===== src/rtl/rxd_pkg.sv =====
package rxd_pkg;

    localparam int WORD_W   = 32;
    localparam int OWN_BIT  = 0;
    localparam int WRAP_BIT = 1;
    localparam int DESC_STEP = 8;

    typedef enum logic [2:0] {
        S_OFF,
        S_FETCH,
        S_WAIT,
        S_IDLE,
        S_RECV,
        S_STAT,
        S_OWN
    } ring_state_e;

    typedef struct packed {
        logic nobuf;
        logic ovrun;
        logic done;
    } rx_flags_t;

    function automatic logic [3:0] lane_of(input logic [1:0] low);
        return 4'b0001 << low;
    endfunction

    function automatic logic [WORD_W-1:0] buf_of(input logic [WORD_W-1:0] word);
        return {word[WORD_W-1:2], 2'b00};
    endfunction

endpackage


===== src/rtl/rxd_frame_track.sv =====
module rxd_frame_track (
    input  logic clk,
    input  logic rst,
    input  logic in_valid,
    input  logic in_last,
    output logic start
);
    logic inside_q;

    assign start = in_valid && !inside_q;

    always_ff @(posedge clk) begin
        if (rst) begin
            inside_q <= 1'b0;
        end else if (in_valid) begin
            inside_q <= !in_last;
        end
    end
endmodule


===== src/rtl/rxd_status.sv =====
module rxd_status
    import rxd_pkg::*;
(
    input  logic      clk,
    input  logic      rst,
    input  rx_flags_t set_f,
    input  logic      clr_wr,
    input  logic [2:0] clr_mask,
    output logic [2:0] status,
    output logic      irq
);
    logic [2:0] flags_q;
    logic [2:0] clr_bits;

    assign clr_bits = clr_wr ? clr_mask : 3'b000;

    always_ff @(posedge clk) begin
        if (rst) begin
            flags_q <= 3'b000;
        end else begin
            flags_q <= (flags_q & ~clr_bits) | set_f;
        end
    end

    assign status = flags_q;
    assign irq    = |flags_q;
endmodule


===== src/rtl/rxd_ring_fsm.sv =====
module rxd_ring_fsm
    import rxd_pkg::*;
#(
    parameter int BUF_BYTES = 1536,
    parameter int LEN_W     = $clog2(BUF_BYTES + 1)
) (
    input  logic              clk,
    input  logic              rst,
    input  logic              base_wr,
    input  logic [WORD_W-1:0] base_addr,
    input  logic              start,
    input  logic              in_valid,
    input  logic [7:0]        in_data,
    input  logic              in_last,
    output logic              mem_rd,
    output logic              mem_wr,
    output logic [WORD_W-1:0] mem_addr,
    output logic [WORD_W-1:0] mem_wdata,
    output logic [3:0]        mem_be,
    input  logic [WORD_W-1:0] mem_rdata,
    output rx_flags_t         set_f
);
    localparam logic [LEN_W-1:0] LIMIT = LEN_W'(BUF_BYTES);

    ring_state_e       state_q;
    logic [WORD_W-1:0] base_q;
    logic [WORD_W-1:0] ptr_q;
    logic [WORD_W-1:0] desc_q;
    logic [LEN_W-1:0]  cnt_q;
    logic              trunc_q;
    logic              unavail_q;

    logic              accept;
    logic              drop;
    logic [WORD_W-1:0] byte_addr;

    assign accept    = (state_q == S_IDLE) && !desc_q[OWN_BIT];
    assign drop      = start && !accept;
    assign byte_addr = buf_of(desc_q) + WORD_W'(cnt_q);

    always_comb begin
        mem_rd    = 1'b0;
        mem_wr    = 1'b0;
        mem_addr  = ptr_q;
        mem_wdata = '0;
        mem_be    = 4'b0000;
        set_f     = '0;
        case (state_q)
            S_FETCH: mem_rd = 1'b1;
            S_IDLE: begin
                if (start && accept) begin
                    mem_wr    = 1'b1;
                    mem_addr  = buf_of(desc_q);
                    mem_wdata = {4{in_data}};
                    mem_be    = lane_of(mem_addr[1:0]);
                end
            end
            S_RECV: begin
                if (in_valid && (cnt_q < LIMIT)) begin
                    mem_wr    = 1'b1;
                    mem_addr  = byte_addr;
                    mem_wdata = {4{in_data}};
                    mem_be    = lane_of(byte_addr[1:0]);
                end
            end
            S_STAT: begin
                mem_wr    = 1'b1;
                mem_addr  = ptr_q + WORD_W'(4);
                mem_wdata = WORD_W'(cnt_q);
                mem_be    = 4'hF;
            end
            S_OWN: begin
                mem_wr    = 1'b1;
                mem_wdata = desc_q | WORD_W'(1 << OWN_BIT);
                mem_be    = 4'hF;
                set_f.done  = 1'b1;
                set_f.ovrun = trunc_q;
            end
            default: ;
        endcase
        if (drop) begin
            if (unavail_q) set_f.nobuf = 1'b1;
            else           set_f.ovrun = 1'b1;
        end
    end

    always_ff @(posedge clk) begin
        if (rst) begin
            state_q   <= S_OFF;
            base_q    <= '0;
            ptr_q     <= '0;
            desc_q    <= '0;
            cnt_q     <= '0;
            trunc_q   <= 1'b0;
            unavail_q <= 1'b1;
        end else if (base_wr) begin
            base_q    <= base_addr;
            ptr_q     <= base_addr;
            unavail_q <= 1'b0;
            state_q   <= S_FETCH;
        end else begin
            case (state_q)
                S_FETCH: state_q <= S_WAIT;
                S_WAIT: begin
                    desc_q    <= mem_rdata;
                    unavail_q <= mem_rdata[OWN_BIT];
                    state_q   <= S_IDLE;
                end
                S_IDLE: begin
                    if (start && accept) begin
                        cnt_q   <= LEN_W'(1);
                        trunc_q <= 1'b0;
                        state_q <= in_last ? S_STAT : S_RECV;
                    end else if (desc_q[OWN_BIT]) begin
                        state_q <= S_FETCH;
                    end
                end
                S_RECV: begin
                    if (in_valid) begin
                        if (cnt_q < LIMIT) cnt_q   <= cnt_q + LEN_W'(1);
                        else               trunc_q <= 1'b1;
                        if (in_last)       state_q <= S_STAT;
                    end
                end
                S_STAT: state_q <= S_OWN;
                S_OWN: begin
                    ptr_q     <= desc_q[WRAP_BIT] ? base_q : ptr_q + WORD_W'(DESC_STEP);
                    unavail_q <= 1'b0;
                    state_q   <= S_FETCH;
                end
                default: state_q <= state_q;
            endcase
        end
    end
endmodule


===== src/rtl/rxd_ring_writer.sv =====
module rxd_ring_writer
    import rxd_pkg::*;
#(
    parameter int BUF_BYTES = 1536
) (
    input  logic        clk,
    input  logic        rst,
    input  logic        base_wr,
    input  logic [31:0] base_addr,
    input  logic        in_valid,
    input  logic [7:0]  in_data,
    input  logic        in_last,
    input  logic        clr_wr,
    input  logic [2:0]  clr_mask,
    output logic [2:0]  status,
    output logic        irq,
    output logic        mem_rd,
    output logic        mem_wr,
    output logic [31:0] mem_addr,
    output logic [31:0] mem_wdata,
    output logic [3:0]  mem_be,
    input  logic [31:0] mem_rdata
);
    localparam int LEN_W = $clog2(BUF_BYTES + 1);

    logic      start;
    rx_flags_t set_f;

    rxd_frame_track u_track (
        .clk      (clk),
        .rst      (rst),
        .in_valid (in_valid),
        .in_last  (in_last),
        .start    (start)
    );

    rxd_ring_fsm #(
        .BUF_BYTES (BUF_BYTES),
        .LEN_W     (LEN_W)
    ) u_fsm (
        .clk       (clk),
        .rst       (rst),
        .base_wr   (base_wr),
        .base_addr (base_addr),
        .start     (start),
        .in_valid  (in_valid),
        .in_data   (in_data),
        .in_last   (in_last),
        .mem_rd    (mem_rd),
        .mem_wr    (mem_wr),
        .mem_addr  (mem_addr),
        .mem_wdata (mem_wdata),
        .mem_be    (mem_be),
        .mem_rdata (mem_rdata),
        .set_f     (set_f)
    );

    rxd_status u_status (
        .clk      (clk),
        .rst      (rst),
        .set_f    (set_f),
        .clr_wr   (clr_wr),
        .clr_mask (clr_mask),
        .status   (status),
        .irq      (irq)
    );
endmodule


===== config.mk =====
export PLATFORM = sky130hd
export DESIGN_NAME = rxd_ring_writer
export DESIGN_NICKNAME = d
export VERILOG_FILES = /design/src/rtl/rxd_pkg.sv /design/src/rtl/rxd_frame_track.sv /design/src/rtl/rxd_status.sv /design/src/rtl/rxd_ring_fsm.sv /design/src/rtl/rxd_ring_writer.sv
export SDC_FILE = /design/constraint.sdc
export NUM_CORES = 1
export LEC_CHECK = 0
export BUFFER_PORTS_ARGS = -buffer_cell sky130_fd_sc_hd__buf_2
export CORE_MARGIN = 2
export CORE_UTILIZATION = 28
export CTS_BUF_LIST = sky130_fd_sc_hd__clkbuf_16
export DETAILED_ROUTE_END_ITERATION = 12
export PLACE_DENSITY = 0.46
export SLEW_MARGIN = 40
export SYNTH_ARGS = -nofsm -noshare
export SYNTH_HDL_FRONTEND = slang
export SYNTH_SLANG_ARGS = --single-unit

===== constraint.sdc =====
create_clock -name clk -period 3.7 [get_ports clk]
set_input_delay 0.74 -clock clk [delete_from_list [all_inputs] [get_ports clk]]
set_output_delay 0.74 -clock clk [all_outputs]
set_load 0.005 [all_outputs]

==> Word level (Yosys, flattened, before mapping) <==
Index checks and enable logic that the tools add are counted.
{ "totals": {"register_bits": 116, "latch_bits": 0, "ram_bits": 0, "rom_bits": 0, "out_inout_bits": 74, "elab_cells": 95, "memories": 0} }
{ "classes": {"n_addsub": 4, "mul": 0, "div": 0, "magnitude_cmp": 1, "n_eq_ne": 15, "shift": 1, "mux": 38, "bitwise_logic": 4, "n_reduce_logical": 22} }
{ "ops": {"columns": ["operator", "n"], "rows": [
  ["32-bit 2-to-1 mux", 7],
  ["32-bit case mux with 4 select lines", 1],
  ["32-bit case mux with 3 select lines", 1],
  ["11-bit 2-to-1 mux", 3],
  ["32-bit by 11-bit adder with 32-bit output", 1],
  ["32-bit by 3-bit adder with 32-bit output, second input constant", 1],
  ["32-bit by 4-bit adder with 32-bit output, second input constant", 1],
  ["11-bit case mux with 2 select lines", 1],
  ["3-bit case mux with 6 select lines", 1],
  ["3-bit 2-to-1 mux", 5],
  ["1-bit 2-to-1 mux", 12],
  ["4-bit case mux with 3 select lines", 1],
  ["11-bit by 1-bit adder with 11-bit output, second input constant", 1],
  ["11-bit < comparator, second input constant", 1],
  ["5-bit AND reduction", 2],
  ["3-bit == test, second input constant", 3],
  ["2-bit != test, second input constant", 4],
  ["4-bit AND reduction", 2],
  ["7-bit nonzero test", 1],
  ["3-bit by 2-bit == test with 1-bit output, second input constant", 2],
  ["3-bit != test, second input constant", 2],
  ["6-bit nonzero test", 1],
  ["1-bit logical AND", 5],
  ["1-bit logical NOT", 4],
  ["18 further kinds", 22]
]} }

==> Logic depth before layout (Yosys ltp) <==
{ "depth": {"ltp_word": 6, "mapped_depth": 11} }

==> Cells and area by module <==
From an unflattened synthesis, not the netlist that was laid out.
{ "hier_totals": {"hier_cells": 1139, "hier_area_um2": 8204.1} }
{ "by_module_without_submodules": {"columns": ["module", "instances", "cells_per_inst", "area_each_um2", "seq_area_each_um2"], "rows": [
  ["rxd_ring_fsm", 1, 1122, 8051.5, 2242.2],
  ["rxd_status", 1, 13, 115.1, 60.1],
  ["rxd_frame_track", 1, 4, 37.5, 20.0]
]} }

==> Least setup slack after synthesis <==
OpenSTA, ideal clock, no wires.
{ "synth_timing": {"kind": "flip-flop to output port", "startpoint": "reg u_fsm.cnt_q[2]", "endpoint": "out mem_addr[26]", "arrival_time_ns": 2.377, "required_time_ns": 2.960, "path_slack_ns": 0.583, "stages_incl_launch_ff": 12, "path_cell_list": "dfxtp_1 -> ha_1 -> inv_1 -> fa_1 -> nor2b_1 -> o2111ai_1 -> a31oi_2 -> and2_1 -> clkbuf_2 -> and3_1 -> o21ai_1 -> a221o_1"} }
{ "synth_via": {"elab_chain_len": 4} }
{ "synth_rtl": {"columns": ["element", "line_no", "rtl"], "rows": [
  ["start: declaration", "rxd_ring_fsm.sv:29", "logic [LEN_W-1:0] cnt_q;"],
  ["start signal: assignment", "rxd_ring_fsm.sv:120", "if (cnt_q < LIMIT) cnt_q <= cnt_q + LEN_W'(1);"],
  ["parallel branches: the longest is 2 deep, another holds 32-bit by 11-bit adder with 32-bit output", null, null],
  ["32-bit 2-to-1 mux *", "rxd_ring_fsm.sv:59", "if (in_valid && (cnt_q < LIMIT)) begin"],
  ["32-bit case mux with 3 select lines *", "rxd_ring_fsm.sv:48", "case (state_q)"],
  ["end: declaration", "rxd_ring_writer.sv:19", "output logic [31:0] mem_addr,"]
]} }
Mark *: on every way between the ends.

==> Worst setup path in the final report <==
{ "layout_timing": {"startpoint": "reg u_fsm.cnt_q[6]", "endpoint": "out mem_addr[13]"} }
Same word-level chain as after synthesis.

==> results.cfg <==
[logic_synthesis]
async_reset_ff_share_pct = 0
synth.distinct_cells = 79
ys_warn_count = 0
netlist_instances = 1109
syn_area_per_cell_um2 = 7.30
synth-edff-count = 0
synthFlopType = dfxtp_1
ys_seq_area_share_pct = 28.7
syn-num-nets = 1206
syn_area_um2 = 8100
synth-seq-cells = 116

[cells_and_area]
fillers = 3109
final_cell_mix = nand2_1 (172), buf_2 (152), a21oi_1 (123)
fin_area_um2 = 10000
area_growth_pct = 23.9
multi_input_area_um2 = 5310
final_common_cell = nand2_1
fin_nets = 1354
seqCellArea_um2 = 2340
drive_above_1_share_pct = 23.5
n_antenna_cell = 0

[floorplan]
num_io_pins = 155
die_area_um2 = 30300
num_rows = 62
initial_core_util_pct = 28.3
die_w_um = 174
core_area_um2 = 28600
die_h_um = 174

[grt]
grtUsageTotal_pct = 21.3
antenna_found_initial = 1
grt_pass1_wl_mm = 49.8
grt_max_degree = 77
overflow = 0
grt_pass1_vias = 8319

[placement]
io_buffers = 154
dpl_cell_area_um2 = 9290
dp_hpwl_mm = 24.5
place.gp.congestion = 0.898

[power_and_ir_drop]
irDropWorstVdd_v = 0.000251
p_per_area_nw_per_um2 = 330
p_total_mw = 3.31
p_leak_nw = 4.06

[routing]
dr.pass1.iters = 5
wl_per_cell_um = 19.8
ant_nets = 0
vias = 8866
wirelength_mm = 32.7
drc_errors = 0
vias_per_cell = 5.37
drtIter0Drc = 748

[timing]
worst_pin_slew_ps = 714
fin_crit_ps = 3650
relSlewSlack_pct = 52.0
rsz0062_at_grt = yes
hold_slack_ps = 469
finalHoldViolCount = 0
timing.final.crit_share_pct = 98.7
finalClockSkew_ps = 9.60
slew_violations = 0
setup_viol = 0
fmax_mhz = 274

[setup_path]
setup.worst_path.end_class = primary output
crit_chain = ha_4 > o211ai_1 > and4bb_2 > o41a_1 > and3_4 > xnor2_1 > o211ai_1 > o21a_1 > buf_2
critPathLaunchType = flip-flop
reg2reg_to = u_fsm.ptr_q[26]$_SDFFE_PP0P_
r2r_setup_slack_ps = 1060
endpoint = mem_addr[13]
critPathLaunch = u_fsm.cnt_q[6]$_SDFFE_PP0P_
cpMostUsedCell = o211ai_1
max_stage_delay_ps = 470
worstSetupPathType = flip-flop to primary output
crit_path_max_fanout = 6
critical_path_arrival_ps = 2910
rr_worst_depth = 7
r2r_start = u_fsm.state_q[1]$_SDFFE_PP0P_
cp_slowest_cell = o41a_1
required_ps = 2960

[status]
status = completed

[cts]
cts.htree.levels = 4
path_clk_slew_ps = 60
root_buffer = clkbuf_16
cts_sinks = 116
cts_tree = yes
clk_latency_ps = 420
clock_path_buffers = 2
hold_buffers = 0
cts_made_buffers = 17

[worst_hold_path]
hold_path.class = flip-flop to flip-flop

[run]
maxCapViolCount = 0
## logic make-up (layout without fill, tap and decap cells)
logic type / Yosys count / in the layout / synth area share, %
compound gates: 350 / 350 / 27.5
xor+xnor: 29 / 29 / 3.14
fa+ha+maj: 16 / 16 / 2.56
buf+inv: 111 / 270 / 7.52
flops: 116 / 116 / 28.7
mux: 30 / 30 / 3.72
simple gates: 457 / 457 / 26.9
## cell usage after synthesis (all sizes together) (2+ instances only)
cell / number / area [um2]
nand2: 173 / 652
a21oi: 126 / 634
dfxtp: 116 / 2320
nor2: 107 / 402
o21ai: 80 / 404
clkbuf: 72 / 393
nand3: 40 / 205
nor3: 30 / 155
mux2i: 29 / 290
nand2b: 24 / 150
inv: 22 / 82.6
nand4: 19 / 140
xor2: 17 / 149
buf: 15 / 97.6
ha: 15 / 188
o211ai: 15 / 113
a22o: 14 / 123
and3: 13 / 81.3
a21o: 12 / 90.1
a221o: 12 / 120
xnor2: 12 / 105
a221oi: 11 / 96.3
o22ai: 11 / 68.8
a222oi: 10 / 100
a211oi: 9 / 67.6
and2: 9 / 56.3
nor2b: 9 / 56.3
nor3b: 9 / 77.6
nor4: 9 / 71.3
a31oi: 8 / 56.3
a211o: 5 / 43.8
o21a: 5 / 37.5
o221ai: 5 / 43.8
o31ai: 5 / 37.5
a22oi: 4 / 30.0
or3: 4 / 30.0
a2111oi: 3 / 26.3
and4: 3 / 26.3
or4: 3 / 26.3
o2111ai: 2 / 17.5
o21bai: 2 / 15.0
o311ai: 2 / 17.5
## final cells by class
cell class	instances	area share, %
tap	384	4.79
timing repair buffer	217	12.7
clock buffer	17	4.24
inverter	23	0.860
sequential	116	23.3
multi-input combinational	882	52.9
clock inverter	13	1.22
## per-stage QoR
stage	util [%]	std cells	setup slack [ps]	TNS, ps
after CTS	34.6	1647	0.913	0
after global placement	32.5	1615	330	0
after global routing	35.1	1652	-51.6	-112
final	35.1	1652	48.2	0
after detailed placement	32.5	1615	264	0
after floorplan	-	1109	583	0
## worst min-delay path by stage
stage / from / end / slack [ps] / depth (start not counted)
finish: u_fsm.base_q[17]$_SDFFE_PP0P_ / u_fsm.base_q[17]$_SDFFE_PP0P_ / 470 / 2
floorplan: u_fsm.trunc_q$_SDFFE_PP0P_ / u_fsm.trunc_q$_SDFFE_PP0P_ / 440 / 2
detailed placement: u_fsm.base_q[18]$_SDFFE_PP0P_ / u_fsm.base_q[18]$_SDFFE_PP0P_ / 460 / 2
global route: u_fsm.base_q[7]$_SDFFE_PP0P_ / u_fsm.base_q[7]$_SDFFE_PP0P_ / 490 / 2
CTS: u_fsm.base_q[18]$_SDFFE_PP0P_ / u_fsm.base_q[18]$_SDFFE_PP0P_ / 470 / 2
global placement: u_fsm.base_q[18]$_SDFFE_PP0P_ / u_fsm.base_q[18]$_SDFFE_PP0P_ / 460 / 2
## metal layers
| layer | part of all wire, % | GRT usage [%] | wire length (um) | up-vias |
|---|---|---|---|---|
| met5 | 0.040 | 0 | 13 | - |
| met4 | 1.7 | 6.62 | 546 | 2 |
| met3 | 6.0 | 3.39 | 1970 | 38 |
| met2 | 45 | 33.3 | 14700 | 325 |
| met1 | 47 | 29.9 | 15500 | 4191 |
| li1 | - | - | - | 4310 |
## flip-flops by register name, indices dropped and copies added, names as in the netlist
register and count:
u_fsm.desc_q 32, u_fsm.trunc_q 1, u_fsm.base_q 32, u_fsm.cnt_q 11, u_status.status 3, u_fsm.ptr_q 32, u_fsm.state_q 3, u_fsm.unavail_q 1
u_track.inside_q 1
## power breakdown
part	switching (mW)	leakage, nW	internal [mW]
logic	0.204	2.84	0.152
clock network	0.629	0.264	0.968
registers	0.0599	0.956	1.30
total	0.892	4.06	2.42
## worst max-delay path: cells and delay by family, from the launching register on
kind | cells | cell delay, ps
buffers and inverters | 1 | 130
XOR/XNOR | 1 | 130
flip-flops | 1 | 370
AO/OA/AOI/OAI | 4 | 1070
adder cells (fa/ha/maj) | 1 | 270
AND/OR/NAND/NOR | 2 | 520
## what timing repair did
item	in CTS	in global routing
endpoints found under the setup margin	8	23
pin swaps	1	5
buffers inserted	2	5
hold endpoints to repair	0	0
gates resized for setup	12	30
No activity file was read; power rests on OpenSTA's default activity.
